[src/rtl/dct_pkg.sv]
package dct_pkg;

  localparam int CFG_W = 20;

  typedef enum logic [2:0] {
    OP_NOP, OP_ACT, OP_RD, OP_WR, OP_RDA, OP_WRA, OP_PRE, OP_MRS
  } op_e;

  typedef enum logic [2:0] {
    V_NONE, V_NOT_OPEN, V_NOT_IDLE, V_RCD, V_RAS, V_RECOV, V_CFG, V_BUSY
  } viol_e;

  typedef enum logic [1:0] {
    BK_IDLE, BK_ACTIVE, BK_PRECH
  } bank_st_e;

  typedef struct packed {
    logic [2:0] twr;
    logic [2:0] trp;
    logic [3:0] tras;
    logic [2:0] trcd;
    logic [2:0] al;
    logic [3:0] cl_half;
  } cfg_t;

  function automatic logic cfg_legal(input cfg_t c);
    logic ok;
    ok = (c.cl_half == 4'd6) || (c.cl_half == 4'd8) || (c.cl_half == 4'd10);
    ok = ok && (c.al <= 3'd4);
    ok = ok && (c.trcd >= 3'd2) && (c.trcd <= 3'd5);
    ok = ok && (c.tras >= 4'd5);
    ok = ok && (c.trp >= 3'd2) && (c.trp <= 3'd5);
    ok = ok && (c.twr >= 3'd2) && (c.twr <= 3'd4);
    return ok;
  endfunction

endpackage

[src/rtl/dct_bank.sv]
module dct_bank
  import dct_pkg::*;
#(
  parameter int CNT_W = 4
) (
  input  logic             clk,
  input  logic             rst,
  input  logic             do_act,
  input  logic             do_pre,
  input  logic             do_col,
  input  logic             col_ap,
  input  logic [CNT_W-1:0] col_hold,
  input  logic [CNT_W-1:0] trcd_m1,
  input  logic [CNT_W-1:0] tras_m1,
  input  logic [CNT_W-1:0] trp_m1,
  output logic             is_idle,
  output logic             is_active,
  output logic             is_prech,
  output logic [CNT_W-1:0] rcd_left,
  output logic             ras_ok,
  output logic             col_ok,
  output logic             ap_pend
);

  localparam logic [CNT_W-1:0] ONE = CNT_W'(1);

  bank_st_e         st;
  logic [CNT_W-1:0] rcd_cnt, ras_cnt, col_cnt, rp_cnt;
  logic             ap_q;
  logic             auto_fire;
  logic             close_now;
  logic [CNT_W-1:0] col_dec;

  assign auto_fire = ap_q && (st == BK_ACTIVE) && (col_cnt == '0) && (ras_cnt == '0);
  assign close_now = do_pre || auto_fire;
  assign col_dec   = (col_cnt == '0) ? '0 : col_cnt - ONE;

  always_ff @(posedge clk) begin
    if (rst) begin
      st      <= BK_IDLE;
      rcd_cnt <= '0;
      ras_cnt <= '0;
      col_cnt <= '0;
      rp_cnt  <= '0;
      ap_q    <= 1'b0;
    end else begin
      if (do_act) begin
        rcd_cnt <= trcd_m1;
        ras_cnt <= tras_m1;
      end else begin
        if (rcd_cnt != '0) rcd_cnt <= rcd_cnt - ONE;
        if (ras_cnt != '0) ras_cnt <= ras_cnt - ONE;
      end

      if (do_col) col_cnt <= (col_hold > col_dec) ? col_hold : col_dec;
      else        col_cnt <= col_dec;

      if (close_now)           ap_q <= 1'b0;
      else if (do_col && col_ap) ap_q <= 1'b1;

      if (do_act) begin
        st <= BK_ACTIVE;
      end else if (close_now) begin
        st     <= BK_PRECH;
        rp_cnt <= trp_m1;
      end else if (st == BK_PRECH) begin
        if (rp_cnt <= ONE) begin
          st     <= BK_IDLE;
          rp_cnt <= '0;
        end else begin
          rp_cnt <= rp_cnt - ONE;
        end
      end
    end
  end

  assign is_idle   = (st == BK_IDLE);
  assign is_active = (st == BK_ACTIVE);
  assign is_prech  = (st == BK_PRECH);
  assign rcd_left  = rcd_cnt;
  assign ras_ok    = (ras_cnt == '0);
  assign col_ok    = (col_cnt == '0);
  assign ap_pend   = ap_q;

  p_act_only_idle_r10: assert property (@(posedge clk) disable iff (rst)
    do_act |-> st == BK_IDLE);
  p_col_only_open_r9: assert property (@(posedge clk) disable iff (rst)
    do_col |-> (st == BK_ACTIVE) && !ap_q);
  p_pre_timing_r7: assert property (@(posedge clk) disable iff (rst)
    do_pre |-> (st == BK_ACTIVE) && (ras_cnt == '0) && (col_cnt == '0));
  p_prech_counts_r8: assert property (@(posedge clk) disable iff (rst)
    (st == BK_PRECH) |-> rp_cnt != '0);
  p_ap_ends_in_close_r9: assert property (@(posedge clk) disable iff (rst)
    $fell(ap_q) |-> st == BK_PRECH);

endmodule

[src/rtl/dct_strobe.sv]
module dct_strobe #(
  parameter int W     = 10,
  parameter int CNT_W = 4
) (
  input  logic             clk,
  input  logic             rst,
  input  logic             fire,
  input  logic [CNT_W-1:0] lat,
  output logic             strobe
);

  logic [W-1:0] sched;
  logic [W-1:0] ins;

  assign ins = fire ? (W'(3) << (lat - CNT_W'(1))) : '0;

  always_ff @(posedge clk) begin
    if (rst) sched <= '0;
    else     sched <= (sched >> 1) | ins;
  end

  assign strobe = sched[0];

  p_burst_two_r5: assert property (@(posedge clk) disable iff (rst)
    $rose(strobe) |=> strobe);

endmodule

[src/rtl/dram_cmd_timer.sv]
module dram_cmd_timer
  import dct_pkg::*;
#(
  parameter int NUM_BANKS = 4,
  parameter int MAX_LAT   = 9,
  parameter int CNT_W     = 4,
  parameter int DEF_CL    = 3,
  parameter int DEF_AL    = 0,
  parameter int DEF_TRCD  = 3,
  parameter int DEF_TRAS  = 6,
  parameter int DEF_TRP   = 3,
  parameter int DEF_TWR   = 2
) (
  input  logic                 clk,
  input  logic                 rst,
  input  logic [2:0]           cmd_op,
  input  logic [1:0]           cmd_bank,
  input  logic [CFG_W-1:0]     cmd_cfg,
  output logic                 viol,
  output logic [2:0]           viol_code,
  output logic                 rd_valid,
  output logic                 wr_capture,
  output logic [NUM_BANKS-1:0] bank_open,
  output logic [NUM_BANKS-1:0] bank_prech
);

  localparam int PIPE_W = MAX_LAT + 1;
  localparam logic [CNT_W-1:0] ONE = CNT_W'(1);

  op_e              op;
  cfg_t             cw;
  logic [CNT_W-1:0] cl_q, al_q, trcd_q, tras_q, trp_q, twr_q;
  logic [CNT_W-1:0] rl, col_hold;
  logic             rd_op, wr_op, col_op, ap_op, acc;
  viol_e            code;

  logic [NUM_BANKS-1:0] bk_idle, bk_act, bk_prech, bk_ras_ok, bk_col_ok, bk_ap;
  logic [CNT_W-1:0]     bk_rcd [NUM_BANKS];

  assign op       = op_e'(cmd_op);
  assign cw       = cmd_cfg;
  assign rd_op    = (op == OP_RD) || (op == OP_RDA);
  assign wr_op    = (op == OP_WR) || (op == OP_WRA);
  assign col_op   = rd_op || wr_op;
  assign ap_op    = (op == OP_RDA) || (op == OP_WRA);
  assign rl       = cl_q + al_q;
  assign col_hold = wr_op ? (rl + twr_q) : (al_q + ONE);

  always_comb begin
    code = V_NONE;
    case (op)
      OP_ACT: begin
        if (bk_ap[cmd_bank])        code = V_BUSY;
        else if (!bk_idle[cmd_bank]) code = V_NOT_IDLE;
      end
      OP_RD, OP_WR, OP_RDA, OP_WRA: begin
        if (bk_ap[cmd_bank])                code = V_BUSY;
        else if (!bk_act[cmd_bank])          code = V_NOT_OPEN;
        else if (bk_rcd[cmd_bank] > al_q)    code = V_RCD;
      end
      OP_PRE: begin
        if (bk_ap[cmd_bank]) code = V_BUSY;
        else if (bk_act[cmd_bank]) begin
          if (!bk_ras_ok[cmd_bank])      code = V_RAS;
          else if (!bk_col_ok[cmd_bank]) code = V_RECOV;
        end
      end
      OP_MRS: begin
        if (!(&bk_idle) || !cfg_legal(cw)) code = V_CFG;
      end
      default: code = V_NONE;
    endcase
  end

  assign acc = (code == V_NONE);

  for (genvar g = 0; g < NUM_BANKS; g++) begin : g_bank
    logic hit;
    assign hit = (cmd_bank == 2'(g));
    dct_bank #(.CNT_W(CNT_W)) u_bank (
      .clk      (clk),
      .rst      (rst),
      .do_act   (acc && (op == OP_ACT) && hit),
      .do_pre   (acc && (op == OP_PRE) && hit && bk_act[g]),
      .do_col   (acc && col_op && hit),
      .col_ap   (ap_op),
      .col_hold (col_hold),
      .trcd_m1  (trcd_q - ONE),
      .tras_m1  (tras_q - ONE),
      .trp_m1   (trp_q - ONE),
      .is_idle  (bk_idle[g]),
      .is_active(bk_act[g]),
      .is_prech (bk_prech[g]),
      .rcd_left (bk_rcd[g]),
      .ras_ok   (bk_ras_ok[g]),
      .col_ok   (bk_col_ok[g]),
      .ap_pend  (bk_ap[g])
    );
  end

  dct_strobe #(.W(PIPE_W), .CNT_W(CNT_W)) u_rd_pipe (
    .clk(clk), .rst(rst), .fire(acc && rd_op), .lat(rl), .strobe(rd_valid));

  dct_strobe #(.W(PIPE_W), .CNT_W(CNT_W)) u_wr_pipe (
    .clk(clk), .rst(rst), .fire(acc && wr_op), .lat(rl - ONE), .strobe(wr_capture));

  always_ff @(posedge clk) begin
    if (rst) begin
      cl_q      <= CNT_W'(DEF_CL);
      al_q      <= CNT_W'(DEF_AL);
      trcd_q    <= CNT_W'(DEF_TRCD);
      tras_q    <= CNT_W'(DEF_TRAS);
      trp_q     <= CNT_W'(DEF_TRP);
      twr_q     <= CNT_W'(DEF_TWR);
      viol      <= 1'b0;
      viol_code <= V_NONE;
    end else begin
      viol      <= !acc;
      viol_code <= code;
      if (acc && (op == OP_MRS)) begin
        cl_q   <= CNT_W'(cw.cl_half >> 1);
        al_q   <= CNT_W'(cw.al);
        trcd_q <= CNT_W'(cw.trcd);
        tras_q <= CNT_W'(cw.tras);
        trp_q  <= CNT_W'(cw.trp);
        twr_q  <= CNT_W'(cw.twr);
      end
    end
  end

  assign bank_open  = bk_act;
  assign bank_prech = bk_prech;

  p_viol_has_code_r3: assert property (@(posedge clk) disable iff (rst)
    viol |-> viol_code != V_NONE);
  p_cfg_in_range_r2: assert property (@(posedge clk) disable iff (rst)
    (cl_q >= CNT_W'(3)) && (cl_q <= CNT_W'(5)) && (al_q <= CNT_W'(4)));
  p_no_cfg_while_busy_r2: assert property (@(posedge clk) disable iff (rst)
    !(&bk_idle) |=> $stable(cl_q) && $stable(tras_q));

endmodule

[config.mk]
export PLATFORM = sky130hd
export DESIGN_NAME = dram_cmd_timer
export DESIGN_NICKNAME = d
export VERILOG_FILES = /design/src/rtl/dct_pkg.sv /design/src/rtl/dct_bank.sv /design/src/rtl/dct_strobe.sv /design/src/rtl/dram_cmd_timer.sv
export SDC_FILE = /design/constraint.sdc
export NUM_CORES = 1
export LEC_CHECK = 0
export BUFFER_PORTS_ARGS = -buffer_cell sky130_fd_sc_hd__buf_4
export CAP_MARGIN = 20
export CELL_PAD_IN_SITES_DETAIL_PLACEMENT = 0
export CELL_PAD_IN_SITES_GLOBAL_PLACEMENT = 1
export CORE_MARGIN = 3
export CORE_UTILIZATION = 35
export DETAILED_ROUTE_END_ITERATION = 10
export PLACE_DENSITY = 0.68
export SYNTH_ARGS = -nofsm -noshare
export SYNTH_HDL_FRONTEND = slang
export SYNTH_SLANG_ARGS = --single-unit
[constraint.sdc]
create_clock -name clk -period 4.1 [get_ports clk]
set_input_delay 0.82 -clock clk [delete_from_list [all_inputs] [get_ports clk]]
set_output_delay 0.82 -clock clk [all_outputs]
set_load 0.05 [all_outputs]
==> flow_metrics.tcl <==
set metrics [dict create \
    clock_tree.htree_level_count 4 \
    totalWireLength_um 19660 \
    critical_path_required_ns 4.41 \
    post_synth.cell_area_avg_um2 8.186 \
    cts_num_sinks 119 \
    drv_cap 0 \
    cts-buffers-inserted 17 \
    crit_path_cells "buf_4 > mux4_2 > inv_1 > ha_1 > inv_1 > a211o_1 > a2111o_1 > a22oi_2 > and4b_1 > nand3_1 > mux2_2" \
    postSynth.topFlopCell "sky130_fd_sc_hd__dfxtp_1" \
    totalNegativeSetupSlack_ns 0 \
    grt_max_degree 65 \
    drc_errors 0 \
    fillCellCount 2056 \
    final_period_minus_worst_setup_slack_ns 3.584 \
    route.vias.total 6297 \
    relSlewSlack_pct 42.83 \
    timing_worst_slew_pin_value_ns 0.8523 \
    chipHeight_um 150.1 \
    cts-root-to-sink-buffers 2 \
    clk_pin_slew_ns 0.06 \
    yosys_warnings 0 \
    finalNetCount 1009 \
    max_stage_delay_ns 0.52 \
    critPathMaxFanout 12 \
    clk-insertion-delay-late_ns 0.42 \
    number_of_diodes 0 \
    finalSetupViolations 0 \
    reg2reg_to "g_bank[2].u_bank.col_cnt[3]" \
    finalWeightedCongestion 0.8372 \
    synthesis.area_um2 7269 \
    ys_async_sr_fraction_pct 0 \
    run_status "complete, no violations" \
    finalHoldViolCount 0 \
    ys_top_cells_by_count "119 x sky130_fd_sc_hd__dfxtp_1, 91 x sky130_fd_sc_hd__nor2_1, 77 x sky130_fd_sc_hd__nand2_1, 69 x sky130_fd_sc_hd__a21oi_1" \
    floorplan.initialDensity_pct 35.81 \
    fmaxAchievable_ghz 0.2791 \
    clock_tree_from_tritoncts "done" \
    min_path_type "reg2reg" \
    die_w_um 150.1 \
    total_power_consumption_of_the_routed_design_mw 3.967 \
    dpl.hpwl_um 14480 \
    arrival_ns 3.89 \
    synthMostInstantiatedCell "sky130_fd_sc_hd__dfxtp_1" \
    worst_hold_path.num_cells 2 \
    synth_top_cell_by_area "sky130_fd_sc_hd__dfxtp_1" \
    cts-hold-fix-buffers 0 \
    power-per-cell-area_nw_per_um2 468.6 \
    post_dr_vias_cell 5.208 \
    yosysUniqueCellTypes 65 \
    reg2reg_slack_ns 0.56 \
    cp_common_cell "sky130_fd_sc_hd__inv_1" \
    p_leak_nw 3.341 \
    rsz0062_at_grt "false" \
    slack_of_the_critical_path_ns 0.5164 \
    fraction_of_final_layout_cells_with_drive_strength_greater_than_1_pct 14.38 \
    drt-initial-drc-count 301 \
    first_global_vias 5848 \
    drt_pre_antenna_iters 5 \
    die_area_um2 22530 \
    num_rows 52 \
    grt_overflow_total 0 \
    route.antenna.remaining_nets 0 \
    ioPinCount 41 \
    initial_antenna_violation_count 0 \
    finish.utilization_pct 41.70 \
    worstReg2RegStart "al_q[1]" \
    synthToLayoutAreaGrowth_pct 16.45 \
    groute.usage.overall_pct 18.06 \
    syn-instance-count 888 \
    timing.hold.worst_endpoint "u_rd_pipe.sched[1]" \
    placed_cells 1177 \
    ff2ff_path_depth 13 \
    timing.clock.skew_ns 0.007902 \
    yosysTopAreaCellShare_pct 32.77 \
    buffer_ports.inserted 40 \
    hold_start "u_rd_pipe.sched[2]" \
    max-vdd-ir-drop_uv 316.1 \
    multiInputGateArea_um2 4473 \
    period_share_pct 87.40 \
    wire_length_of_the_first_global_routing_pass_um 31860 \
    synth_area_leaders "sky130_fd_sc_hd__dfxtp_1 33%, sky130_fd_sc_hd__ha_1 9.3%, sky130_fd_sc_hd__a21oi_1 4.8%" \
    final-seq-area_um2 2382 \
    layout.cells.non_filler 1209 \
    crit_path_top_delay_cell "sky130_fd_sc_hd__and4b_1" \
    total_nets_after_synthesis 971 \
    startpoint_type "input pin" \
    synth-edff-count 0 \
    avgRoutedWirePerCell_um 16.26 \
    worst_setup_path_end_kind "flip-flop" \
    pre_cts_slack_ns 0.08068 \
    synth-seq-cells 119 \
    core_area_um2 20300 \
    slew_viol_final 0 \
    crit_type "in2reg" \
    synth_seq_area_share_pct 32.77 \
    clock_tree.root_cell "sky130_fd_sc_hd__clkbuf_16" \
]
how the worst max path moves through the flow:
stage / start / end / slack [ns]
5_1_grt: al_q[1] / g_bank[2].u_bank.col_cnt[3] / 0.24
3_3_place_gp: cmd_bank[0] / g_bank[0].u_bank.ras_cnt[3] / 0.17
6_report: cmd_bank[0] / g_bank[0].u_bank.ras_cnt[2] / 0.52
4_1_cts: al_q[1] / g_bank[1].u_bank.col_cnt[3] / 0.31
2_1_floorplan: cmd_bank[1] / g_bank[3].u_bank.ras_cnt[3] / 0.49
3_5_place_dp: cmd_bank[1] / g_bank[0].u_bank.ras_cnt[2] / 0.08
worst max-delay path: cells and delay by family:
kind            cells  cell delay (ns)
buf+inv             3             0.29
compound gates      3             0.92
mux                 2             0.86
simple gates        2             0.84
fa+ha+maj           1             0.14
through the flow:
stage	hold slack, ns	instance area (µm²)
final	0.4357	8466
after global routing	0.4571	8466
after CTS	0.4380	8462
after detailed placement	0.4220	7876
after global placement	0.4225	7876
after floorplan	0.4130	7269
placed cells by master, fill, tap and decap left out, types with 8 or more instances in the layout:
cell	count
sky130_fd_sc_hd__nor2_1	91
sky130_fd_sc_hd__or2_2	13
sky130_fd_sc_hd__buf_4	64
sky130_fd_sc_hd__xor2_1	8
sky130_fd_sc_hd__nor3_1	46
sky130_fd_sc_hd__clkbuf_16	17
sky130_fd_sc_hd__dfxtp_1	119
sky130_fd_sc_hd__mux2_2	13
sky130_fd_sc_hd__o21a_1	10
sky130_fd_sc_hd__nand2_1	77
sky130_fd_sc_hd__xnor2_1	22
sky130_fd_sc_hd__o21ai_0	44
sky130_fd_sc_hd__inv_1	54
sky130_fd_sc_hd__nand2b_1	14
sky130_fd_sc_hd__a21oi_1	69
sky130_fd_sc_hd__ha_1	54
sky130_fd_sc_hd__nor3b_1	9
sky130_fd_sc_hd__nand4_1	13
sky130_fd_sc_hd__nor2b_1	10
sky130_fd_sc_hd__mux2i_1	18
sky130_fd_sc_hd__nand3_1	14
sky130_fd_sc_hd__a31oi_1	21
sky130_fd_sc_hd__nor4_1	9
sky130_fd_sc_hd__or3_1	20
kinds of logic (layout without fill, tap and decap cells):
kind of cell	after synthesis	in the layout	synth area share (%)
DFF	119	119	32.77
adders and majority gates	56	56	9.845
AOI/OAI and AO/OA	200	200	17.01
buffers and inverters	100	151	5.835
muxes	45	45	7.745
and+or+nand+nor	338	338	23.18
xor gates and xnor gates	30	30	3.614
what timing repair did:
item,in CTS,in global routing
setup endpoints to repair,0,4
endpoints found under the hold margin,0,0
setup buffers,0,0
resized for setup,0,1
where the power goes:
| part | leakage, nW | switching [mW] | internal, mW |
|---|---|---|---|
| clock network | 0.271 | 0.561 | 0.925 |
| logic | 2.10 | 0.571 | 0.495 |
| registers | 0.967 | 0.131 | 1.28 |
| total | 3.34 | 1.26 | 2.70 |
layout make-up:
class	instances	area share (%)
sequential	119	28.14
clock inverter	11	1.478
inverter	55	2.439
tap	270	3.991
multi-input combinational	669	52.84
clock buffer	21	5.439
timing repair buffer	64	5.675
sequential cells by signal (all words and copies together) (netlist names):
signal and cells:
al_q 3, viol 1, g_bank.u_bank.ap_pend 4, trcd_q 3
cl_q 3, g_bank.u_bank.col_cnt 16, u_wr_pipe.sched 10, g_bank.u_bank.rp_cnt 16
g_bank.u_bank.ras_cnt 16, twr_q 3, trp_q 3, u_rd_pipe.sched 10
viol_code 3, g_bank.u_bank.rcd_left 16, g_bank.u_bank.st 8, tras_q 4
layer usage:
metal  track usage [%]  share of wire, %  routed length (µm)  up-vias
met5                 0                 0                   0        -
met4             5.124               1.1                 221        0
met3             3.040               4.5                 883       18
met2             28.14                46                8962      125
met1             25.80                49                9593     2920
li1                  -                 -                   -     3234
Power figures use the tool's default switching activity.
